$ cat src/rtl/dacreg_i2c_slave.sv
module dacreg_i2c_slave #(
  parameter logic [5:0] DEV_ID = 6'b111010,
  parameter int DATA_W = 10,
  parameter int IDX_W = 3
) (
  input  logic              clk,
  input  logic              rst_n,
  input  logic              scl_i,
  input  logic              sda_i,
  input  logic              addr_sel,
  output logic              sda_oe,
  output logic [IDX_W-1:0]  rd_idx,
  input  logic [DATA_W-1:0] rd_data,
  output logic              wr_en,
  output logic [IDX_W-1:0]  wr_idx,
  output logic [DATA_W-1:0] wr_data,
  output logic              upd_req,
  output logic              mid_all,
  output logic              mid_one,
  output logic              gc_rst,
  output logic              hs_mode
);
  localparam int HI_W = DATA_W - 8;
  localparam logic [IDX_W-1:0] LAST = '1;

  typedef enum logic [2:0] {S_IDLE, S_RX, S_ACK, S_TX, S_MACK} st_t;
  typedef enum logic [2:0] {B_ADDR, B_PTR, B_MSB, B_LSB, B_GC} role_t;

  logic [2:0] scl_sh, sda_sh;
  always_ff @(posedge clk or negedge rst_n)
    if (!rst_n) begin
      scl_sh <= 3'b111;
      sda_sh <= 3'b111;
    end else begin
      scl_sh <= {scl_sh[1:0], scl_i};
      sda_sh <= {sda_sh[1:0], sda_i};
    end

  wire scl_s = scl_sh[1], scl_q = scl_sh[2];
  wire sda_s = sda_sh[1], sda_q = sda_sh[2];
  wire start_c = scl_s & scl_q & sda_q & ~sda_s;
  wire stop_c  = scl_s & scl_q & ~sda_q & sda_s;
  wire rise    = scl_s & ~scl_q;
  wire fall    = ~scl_s & scl_q;

  st_t st;
  role_t role;
  logic [3:0] cnt;
  logic [7:0] sr, tx_byte;
  logic [IDX_W-1:0] ptr;
  logic ovf, rd_dir, lsb_next, hold_upd, mack;
  logic [HI_W-1:0] hold_hi;

  assign rd_idx = ptr;

  wire addr_hit = sr[7:1] == {DEV_ID, addr_sel};
  wire ptr_ok = (sr[4:3] == 2'b00) &&
                (sr[7:5] == 3'b000 || sr[7:5] == 3'b100 || sr[7:5] == 3'b010);
  wire tx_go = fall && ((st == S_ACK && rd_dir) || (st == S_MACK && mack));

  always_comb begin
    tx_byte = '0;
    if (ovf) tx_byte = '1;
    else if (lsb_next) tx_byte = rd_data[7:0];
    else tx_byte[HI_W-1:0] = rd_data[DATA_W-1:8];
  end

  always_ff @(posedge clk or negedge rst_n)
    if (!rst_n) begin
      st <= S_IDLE; role <= B_ADDR; cnt <= '0; sr <= '0; ptr <= '0;
      ovf <= 1'b0; rd_dir <= 1'b0; lsb_next <= 1'b0; hold_upd <= 1'b0;
      hold_hi <= '0; mack <= 1'b0; sda_oe <= 1'b0; hs_mode <= 1'b0;
      wr_en <= 1'b0; wr_idx <= '0; wr_data <= '0; upd_req <= 1'b0;
      mid_all <= 1'b0; mid_one <= 1'b0; gc_rst <= 1'b0;
    end else begin
      wr_en <= 1'b0; upd_req <= 1'b0; mid_all <= 1'b0;
      mid_one <= 1'b0; gc_rst <= 1'b0;
      if (start_c) begin
        st <= S_RX; role <= B_ADDR; cnt <= '0; sda_oe <= 1'b0; rd_dir <= 1'b0;
      end else if (stop_c) begin
        st <= S_IDLE; sda_oe <= 1'b0; hs_mode <= 1'b0;
      end else if (tx_go) begin
        st <= S_TX; sr <= tx_byte; cnt <= '0; sda_oe <= ~tx_byte[7];
        if (!ovf) begin
          if (lsb_next) begin
            lsb_next <= 1'b0;
            if (ptr == LAST) ovf <= 1'b1;
            else ptr <= ptr + IDX_W'(1);
          end else lsb_next <= 1'b1;
        end
      end else begin
        case (st)
          S_RX:
            if (rise && cnt < 4'd8) begin
              sr <= {sr[6:0], sda_s};
              cnt <= cnt + 4'd1;
            end else if (fall && cnt == 4'd8) begin
              st <= S_IDLE;
              case (role)
                B_ADDR:
                  if (addr_hit) begin
                    st <= S_ACK; sda_oe <= 1'b1; rd_dir <= sr[0];
                    role <= B_PTR; lsb_next <= 1'b0;
                  end else if (sr == 8'h00) begin
                    st <= S_ACK; sda_oe <= 1'b1; role <= B_GC;
                  end else if (sr[7:3] == 5'b00001) hs_mode <= 1'b1;
                B_PTR:
                  if (ptr_ok) begin
                    st <= S_ACK; sda_oe <= 1'b1; role <= B_MSB;
                    ptr <= sr[IDX_W-1:0]; ovf <= 1'b0; wr_idx <= sr[IDX_W-1:0];
                    mid_all <= sr[7]; mid_one <= sr[6];
                  end
                B_MSB:
                  if (!ovf) begin
                    st <= S_ACK; sda_oe <= 1'b1; role <= B_LSB;
                    hold_hi <= sr[HI_W-1:0]; hold_upd <= sr[7];
                  end
                B_LSB: begin
                  st <= S_ACK; sda_oe <= 1'b1; role <= B_MSB;
                  wr_en <= 1'b1; wr_idx <= ptr; wr_data <= {hold_hi, sr};
                  upd_req <= hold_upd;
                  if (ptr == LAST) ovf <= 1'b1;
                  else ptr <= ptr + IDX_W'(1);
                end
                B_GC:
                  if (sr == 8'h06) begin
                    st <= S_ACK; sda_oe <= 1'b1; gc_rst <= 1'b1;
                    ptr <= '0; ovf <= 1'b0;
                  end
                default: ;
              endcase
            end
          S_ACK:
            if (fall) begin
              sda_oe <= 1'b0; cnt <= '0; st <= S_RX;
            end
          S_TX:
            if (fall) begin
              if (cnt == 4'd7) begin
                sda_oe <= 1'b0; st <= S_MACK;
              end else begin
                sr <= {sr[6:0], 1'b0}; cnt <= cnt + 4'd1; sda_oe <= ~sr[6];
              end
            end
          S_MACK:
            if (rise) mack <= ~sda_s;
            else if (fall) st <= S_IDLE;
          default: ;
        endcase
      end
    end

  p_oe_scl_low_r12: assert property (@(posedge clk) disable iff (!rst_n)
    (sda_oe != $past(sda_oe)) |-> !$past(scl_s));
  p_commit_pulse_r3: assert property (@(posedge clk) disable iff (!rst_n)
    wr_en |=> !wr_en);
  p_hs_no_ack_r8: assert property (@(posedge clk) disable iff (!rst_n)
    $rose(hs_mode) |-> !sda_oe);
  p_ovf_no_wr_r11: assert property (@(posedge clk) disable iff (!rst_n)
    (ovf && $past(ovf)) |-> !wr_en);
endmodule

$ cat config.mk
export PLATFORM = sky130hd
export DESIGN_NAME = dacreg_i2c_slave
export DESIGN_NICKNAME = d
export VERILOG_FILES = /design/src/rtl/dacreg_i2c_slave.sv
export SDC_FILE = /design/constraint.sdc
export NUM_CORES = 1
export LEC_CHECK = 0
export BUFFER_PORTS_ARGS = -buffer_cell sky130_fd_sc_hd__buf_4
export CAP_MARGIN = 20
export CORE_MARGIN = 4
export CORE_UTILIZATION = 62
export CTS_CLUSTER_SIZE = 24
export DETAILED_ROUTE_END_ITERATION = 12
export PLACE_DENSITY = 0.86
export SLEW_MARGIN = 20
export SYNTH_ARGS = -nofsm -noshare
export SYNTH_HDL_FRONTEND = slang
export SYNTH_SLANG_ARGS = --single-unit
$ cat constraint.sdc
create_clock -name clk -period 7.8 [get_ports clk]
set_input_delay 1.56 -clock clk [delete_from_list [all_inputs] [get_ports clk]]
set_output_delay 1.56 -clock clk [all_outputs]
set_load 0.1 [all_outputs]
# == Word-level counts from Yosys, hierarchy flattened ==
# Index checks and enable logic that the tools add are counted.
# W data, S select, Z words.
# word_totals
register_bits,54
latch_bits,0
mem_bits_rw,0
rom_bits,0
in_bits,15
output_inout_bits,23
wordCells,285
mem_count,0
# classes
n_addsub,2
multipliers,0
n_div,0
order_cmp,1
n_eq_ne,52
n_shift,0
n_mux,144
n_bitwise,18
reduce_logical,46
# ops
op,count
$mux W3,29
$mux W1,86
$mux W8,5
$ne A5 B5 Y1 const B,7
$reduce_and A8 Y1,4
$mux W4,7
$reduce_and A9 Y1,3
$reduce_bool A2 Y1,13
$ne A3 B3 Y1 const B,8
$pmux W3 S4,2
$ne A2 B2 Y1 const B,11
$ne A4 B4 Y1 const B,5
$reduce_and A10 Y1,2
$ne A6 B6 Y1 const B,3
$pmux W8 S2,1
$eq A3 B2 Y1 const B,5
$reduce_and A7 Y1,2
$eq A3 B3 Y1 const B,4
$mux W2,6
$pmux W4 S3,1
$reduce_and A6 Y1,2
$not A1 Y1,11
$pmux W2 S5,1
$reduce_bool A5 Y1,2
27 further kinds,43

# == Longest topological paths before layout ==
# Gate-level depths: netlist of run 1.
# depth
word_depth,12
ltp_mapped,10
depth_no_buf,8

# == Least setup slack after synthesis of run 1 ==
# Ideal clock, no wire load.
# synth_timing
kind,reg-to-output
from,"register ptr[2], in the netlist rd_idx[2]"
to,output port rd_idx[2]
arrival_ns,0.984
required_ns,6.240
slack_ns,5.256
stages_incl_launch_ff,1
n_path_buf,0
path_cell_list,dfrtp_1
# synth_lines
item,line,rtl
from (decl),50,logic [IDX_W-1:0] ptr;
from (signal assigned),88,else ptr <= ptr + IDX_W'(1);
from (signal assigned),123,else ptr <= ptr + IDX_W'(1);
to (decl),12,"output logic [IDX_W-1:0] rd_idx,"
# No word-level cell between the ends.

# == Worst setup path after layout of run 1 ==
# layout_timing
from,"register ptr[2], in the netlist rd_idx[2]"
to,output port rd_idx[2]
# No word-level cell between the ends.

==> qor.yml, run 1 <==
path_max_fanout: 8
critPathSlowestCell: "dfrtp_1"
hp-class: "flop to flop"
yosysWarnings: 0
hpwl_mm: 4.69
worstMarginPinSlew_ns: 0.750
dieArea_um2: 5990
ctsHoldBuffers: 0
wl_mm: 6.60
drive_above_1_share_pct: 20.6
post_cts_buffers: 0
finalHoldWorstSlack_ns: 0.360
hold_viol: 0
cts_root_buffer: "clkbuf_8"
path_clk_slew_ns: 0.09
start_util_pct: 66.3
cts.sinks: 54
htree_levels: 2
finalSetupViolations: 0
clock_latency_ns: 0.30
antenna_found_initial: 0
syn_to_final_growth_pct: 11.7
avgSynthCellArea_um2: 9.21
syn-instance-count: 324
worstSetupPathType: "flop to output pin"
cts-resized-gates: 0
avgRoutedWirePerCell_um: 16.5
post-route-min-period_ns: 2.69
viasPerCell: 6.30
fin_nets: 366
drtIter0Drc: 195
io_pins: 38
place_inst: 393
cp_cell_sequence: "buf_4"
gp_congestion: 0.929
grt_max_degree: 55
drv_slew: 0
min_period_over_period_pct: 34.5
syn-cell-area_um2: 2990
arrival_ns: 1.13
numCtsBuffers: 5
power_leakage_nw: 1.57
core_region_area_um2: 4500
antenna_left: 0
powerDensity_nw_per_um2: 237
synth_adder_area_share_pct: 1.26
synthFlopType: "dfrtp_1"
max_stage_delay_ns: 0.49
ys_types: 62
fmax_ghz: 0.372
skew_ns: 0.00771
die_y_um: 77.4
post-route-util_pct: 74.0
endpoint_kind: "output pin"
synth_edf_count: 0
synth-seq-cells: 54
cp_top_family: "flip-flops"
cap_violations: 0
synth_xor_area_share_pct: 0.880
max-slew-margin-rel_pct: 49.9
grt.overflow.total: 0
grt_first_pass_wirelength_mm: 11.3
synth.net_count: 342
crit_required_ns: 6.24
critPathBufInv: 1
vdd_ir_drop_max_v: 0.000134
ys_top_cells_by_area: "dfrtp_1 (40%), nand2_1 (6.9%), dfstp_2 (5.3%)"
first_pass_iters: 4
r2r_setup_slack_ns: 5.12
rsz0062_at_grt: "false"
drcViolationCount: 0
synth_compound_area_share_pct: 17.7
stdcell_count: 401
grt_pass1_vias: 2369
io_buffers: 37
crit_path_start_kind: "flop"
synthSimpleGateAreaFrac_pct: 22.9
setup_tns_ns: 0
num_rows: 24
grtUsageTotal_pct: 23.1
vias: 2527
yosysTopAreaCell: "dfrtp_1"
tritoncts: "built"
clk_path_buf_depth: 2
synth_top_family_by_area: "simple AND/OR/NAND/NOR gates"
ys_seq_area_share_pct: 45.5
die_width_um: 77.4
status: "finished clean"
antennaDiodeCount: 0
synth_top_area_share_pct: 40.2
synthMuxAreaShare_pct: 7.42
ys_async_sr_fraction_pct: 100
==> cell families (layout without fill, tap and decap cells) <==
group,count (synthesis),in the layout
compound gates,82,82
simple gates,132,132
mux,20,20
flops,54,54
buf+inv,30,55
xor+xnor,3,3
fa+ha+maj,3,3
==> metal layers <==
metal  up-vias  GRT usage, %  part of all wire (%)
met5         -             0                     0
li1       1217             -                     -
met3        14          4.28                   6.4
met1      1197          33.0                    46
met4         0          7.83                   1.9
met2        99          35.8                    46
==> synth_stat cells (5+ instances only) <==
master	number
or3_1	5
a21oi_1	24
nand2b_1	5
dfstp_2	6
nand3_1	8
nor2_1	15
clkbuf_1	16
nor3_1	12
a31oi_1	5
mux2_2	9
nand2_1	55
dfrtp_1	48
mux2i_1	9
inv_1	9
o21ai_0	20
==> cell type report <==
class                      instances  area (um2)
multi-input combinational        240        1500
timing repair buffer              38         285
tap                               52        65.1
sequential                        54        1360
inverter                           9        33.8
fill                             339        1170
clock inverter                     1        8.76
clock buffer                       7        86.3
==> cell usage in the layout, fill, tap and decap left out, types with 4 or more instances in the layout <==
master and n:
o21ai_0 20, mux2_2 9, mux2i_1 9, nor2_1 15, and2_1 4, nand3_1 8, a21oi_1 24, or3_1 5
nand2_1 55, nor3_1 12, buf_4 38, nand3b_1 4, inv_1 9, dfstp_2 6, dfrtp_1 48, a31oi_1 5
nand2b_1 5, clkbuf_8 6
==> through the flow <==
stage	total power, mW	cell area [um2]	worst slack [ns]
2_1_floorplan	0.568	2990	5.26
3_3_place_gp	0.623	3240	5.09
3_5_place_dp	0.632	3240	5.03
4_1_cts	0.793	3330	5.10
5_1_grt	0.846	3330	4.99
6_report	0.791	3330	5.11
==> report_power, final <==
group          internal [mW]  leakage [nW]  total (mW)  switching, mW
Clock                 0.0735        0.0489       0.161         0.0880
Combinational          0.103         0.819       0.237          0.134
Sequential             0.317         0.707       0.392         0.0751
==> worst paths after layout <==
kind,start,end,cells after the start
max in group asynchronous,rst_n,sr[0],1
worst min-delay path,sda_sh[0],sda_sh[1],0
worst max register to register,scl_sh[2],sr[0],6
worst max-delay path,rd_idx[2],rd_idx[2],1
worst min register to register,sda_sh[0],sda_sh[1],0
min in group asynchronous,rst_n,cnt[0],1
==> state kept, by name (all words and copies together), names as in the netlist, 2 cells and up <==
signal / cells
sda_sh: 3
rd_idx: 3
scl_sh: 3
wr_data: 10
wr_idx: 3
role: 3
st: 3
sr: 8
cnt: 4
hold_hi: 2
(Power assumes the default switching activity.)
==> run 2: changes to the inputs <==
--- a/config.mk
+++ b/config.mk
@@ -8,10 +8,10 @@
 export BUFFER_PORTS_ARGS = -buffer_cell sky130_fd_sc_hd__buf_4
 export CAP_MARGIN = 20
 export CORE_MARGIN = 4
-export CORE_UTILIZATION = 62
+export CORE_UTILIZATION = 58
 export CTS_CLUSTER_SIZE = 24
 export DETAILED_ROUTE_END_ITERATION = 12
-export PLACE_DENSITY = 0.86
+export PLACE_DENSITY = 0.81
 export SLEW_MARGIN = 20
 export SYNTH_ARGS = -nofsm -noshare
 export SYNTH_HDL_FRONTEND = slang
==> constraint.sdc (replaced) <==
create_clock -name clk -period 2.71 [get_ports clk]
set_input_delay 0.542 -clock clk [delete_from_list [all_inputs] [get_ports clk]]
set_output_delay 0.542 -clock clk [all_outputs]
set_load 0.1 [all_outputs]
==> run 2 against run 1 <==
Net effect: critical path depth rose by 4; global-route usage rose by 0.30 points; total power rose to 3.0 times the previous value; register-to-register slack got worse by 4.8 ns; combinational power rose to 3.2 times the previous value; sequential power rose to 2.8 times the previous value.
==> qor.yml, run 2 (same netlist as run 1, synthesis figures left out) <==
critPathBufInv: 0  # -1
cap_violations: 0  # unchanged
io_pins: 38  # unchanged
vdd_ir_drop_max_v: 0.000434  # +220%
grt_first_pass_wirelength_mm: 11.6  # +2.8%
power.total_mw: 2.34  # +200%
grtUsageTotal_pct: 23.4  # +0.30 points
post_cts_buffers: 0  # unchanged
powerDensity_nw_per_um2: 685  # +190%
cp_top_family: "simple AND/OR/NAND/NOR gates"
hpwl_mm: 4.84  # +3.2%
most-common-layout-cells: "nand2_1 (55), dfrtp_1 (48), buf_4 (46)"
antennaDiodeCount: 0  # unchanged
viasPerCell: 5.93  # -5.9%
clk_path_buf_depth: 2  # unchanged
avgRoutedWirePerCell_um: 15.8  # -4.3%
fin_area_um2: 3420  # +2.7%
path_max_fanout: 9  # +1
place_area_um2: 3320  # +2.4%
tritoncts: "built"
rsz0062_at_grt: "false"
htree_levels: 2  # unchanged
worstSetupPathType: "flop to flop"
path_clk_slew_ns: 0.09  # about the same
gp_congestion: 0.873  # -6.0%
drtIter0Drc: 210  # +7.7%
clock_latency_ns: 0.31  # about the same
dieArea_um2: 6360  # +6.2%
r2r_cells: 5  # -1
post-route-min-period_ns: 2.39
num_rows: 25  # +4.2%
io_buffers: 37  # unchanged
drv_slew: 0  # unchanged
numCtsBuffers: 5  # unchanged
crit_required_ns: 2.91  # -3.33 ns
worstMarginPinSlew_ns: 0.650  # -0.0997 ns
grt_pass1_vias: 2446  # +3.3%
power_leakage_nw: 1.62  # +2.9%
ctsHoldBuffers: 0  # unchanged
endpoint_kind: "flop"
fmax_ghz: 0.419
max_stage_delay_ns: 0.60  # +0.11 ns
min_period_over_period_pct: 88.2
cts_root_buffer: "clkbuf_8"
antenna_left: 0  # unchanged
arrival_ns: 2.59  # +1.46 ns
reg_top3: "wr_data: 10 flops, sr: 8 flops, cnt: 4 flops"
antenna_found_initial: 0  # unchanged
syn_to_final_growth_pct: 14.7
hold_viol: 0  # unchanged
drive_above_1_share_pct: 22.7  # +2.1 points
cp_cell_sequence: "or3b_1, or4_4, o32ai_1, nand2_1, o22a_1"
r2r_setup_slack_ns: 0.32  # -4.80 ns
grt_max_degree: 55  # unchanged
cp_num_cells: 5  # +4
skew_ns: 0.00733  # -0.000381 ns
fin_nets: 374  # +2.2%
die_width_um: 79.7  # +3.0%
drcViolationCount: 0  # unchanged
grt.overflow.total: 0  # unchanged
largest_reg_flops: 10  # unchanged
cts-resized-gates: 0  # unchanged
max-slew-margin-rel_pct: 56.7  # +6.7 points
first_pass_iters: 4  # unchanged
setup_tns_ns: 0  # unchanged
cts.sinks: 54  # unchanged
core_region_area_um2: 4850  # +7.6%
die_y_um: 79.7  # +3.0%
finalSetupViolations: 0  # unchanged
vias: 2513  # -0.55%
status: "finished clean"
crit_path_start_kind: "flop"
start_util_pct: 61.6  # -4.7 points
wl_mm: 6.68  # +1.2%
critPathSlowestCell: "or4_4"
top_register: "wr_data"
hp-class: "input port to asynchronous set/reset pin"
layout_commonest_cell: "nand2_1"
-- run 2: changes by cell type in the layout (fill, tap and decap cells not counted) --
cell	before	now
buf_4	38	46
clkbuf_1	1	0
clkbuf_8	6	7
clkinv_4	0	1
inv_6	1	0
-- run 2: worst paths after layout --
path / from / to
worst max-delay path: st[1] / rd_idx[2]
worst min-delay path: rst_n / cnt[3]
worst max register to register: st[1] / rd_idx[2]
worst min register to register: sda_sh[0] / sda_sh[1]
max in group asynchronous: rst_n / mack
min in group clk: sda_i / sda_sh[0]
-- run 2: cell type report --
cell class | count | area (um2)
Multi-Input combinational cell | 240 | 1500
Fill cell | 378 | 1430
Sequential cell | 54 | 1360
Timing Repair Buffer | 46 | 345
Clock buffer | 7 | 96.3
Tap cell | 67 | 83.8
Inverter | 9 | 33.8
Clock inverter | 1 | 8.76
-- run 2: metal layers --
metal / up-vias / global-route usage, % / wire length, um
li1: 1228 / - / -
met1: 1196 / 31.7 / 3030
met2: 78 / 37.1 / 3130
met3: 11 / 4.63 / 396
met4: 0 / 8.95 / 124
met5: - / 0 / 0
-- run 2: where the power goes --
part / switching (mW) / total (mW) / leakage (nW) / internal, mW
sequential: 0.187 / 1.10 / 0.707 / 0.914
clock: 0.255 / 0.489 / 0.0544 / 0.234
combinational: 0.429 / 0.754 / 0.860 / 0.325
total: 0.871 / 2.34 / 1.62 / 1.47
-- run 2: stage by stage --
stage / hold WS, ns / utilization [%] / worst slack, ns / std cells
finish: 0.244 / 70.6 / 0.321 / 424
global route: 0.301 / 70.6 / 0.239 / 424
CTS: 0.286 / 70.6 / 0.352 / 424
detailed placement: 0.348 / 68.4 / 0.370 / 416
global placement: 0.345 / 68.4 / 0.417 / 416
floorplan: 0.246 / - / 0.178 / 324
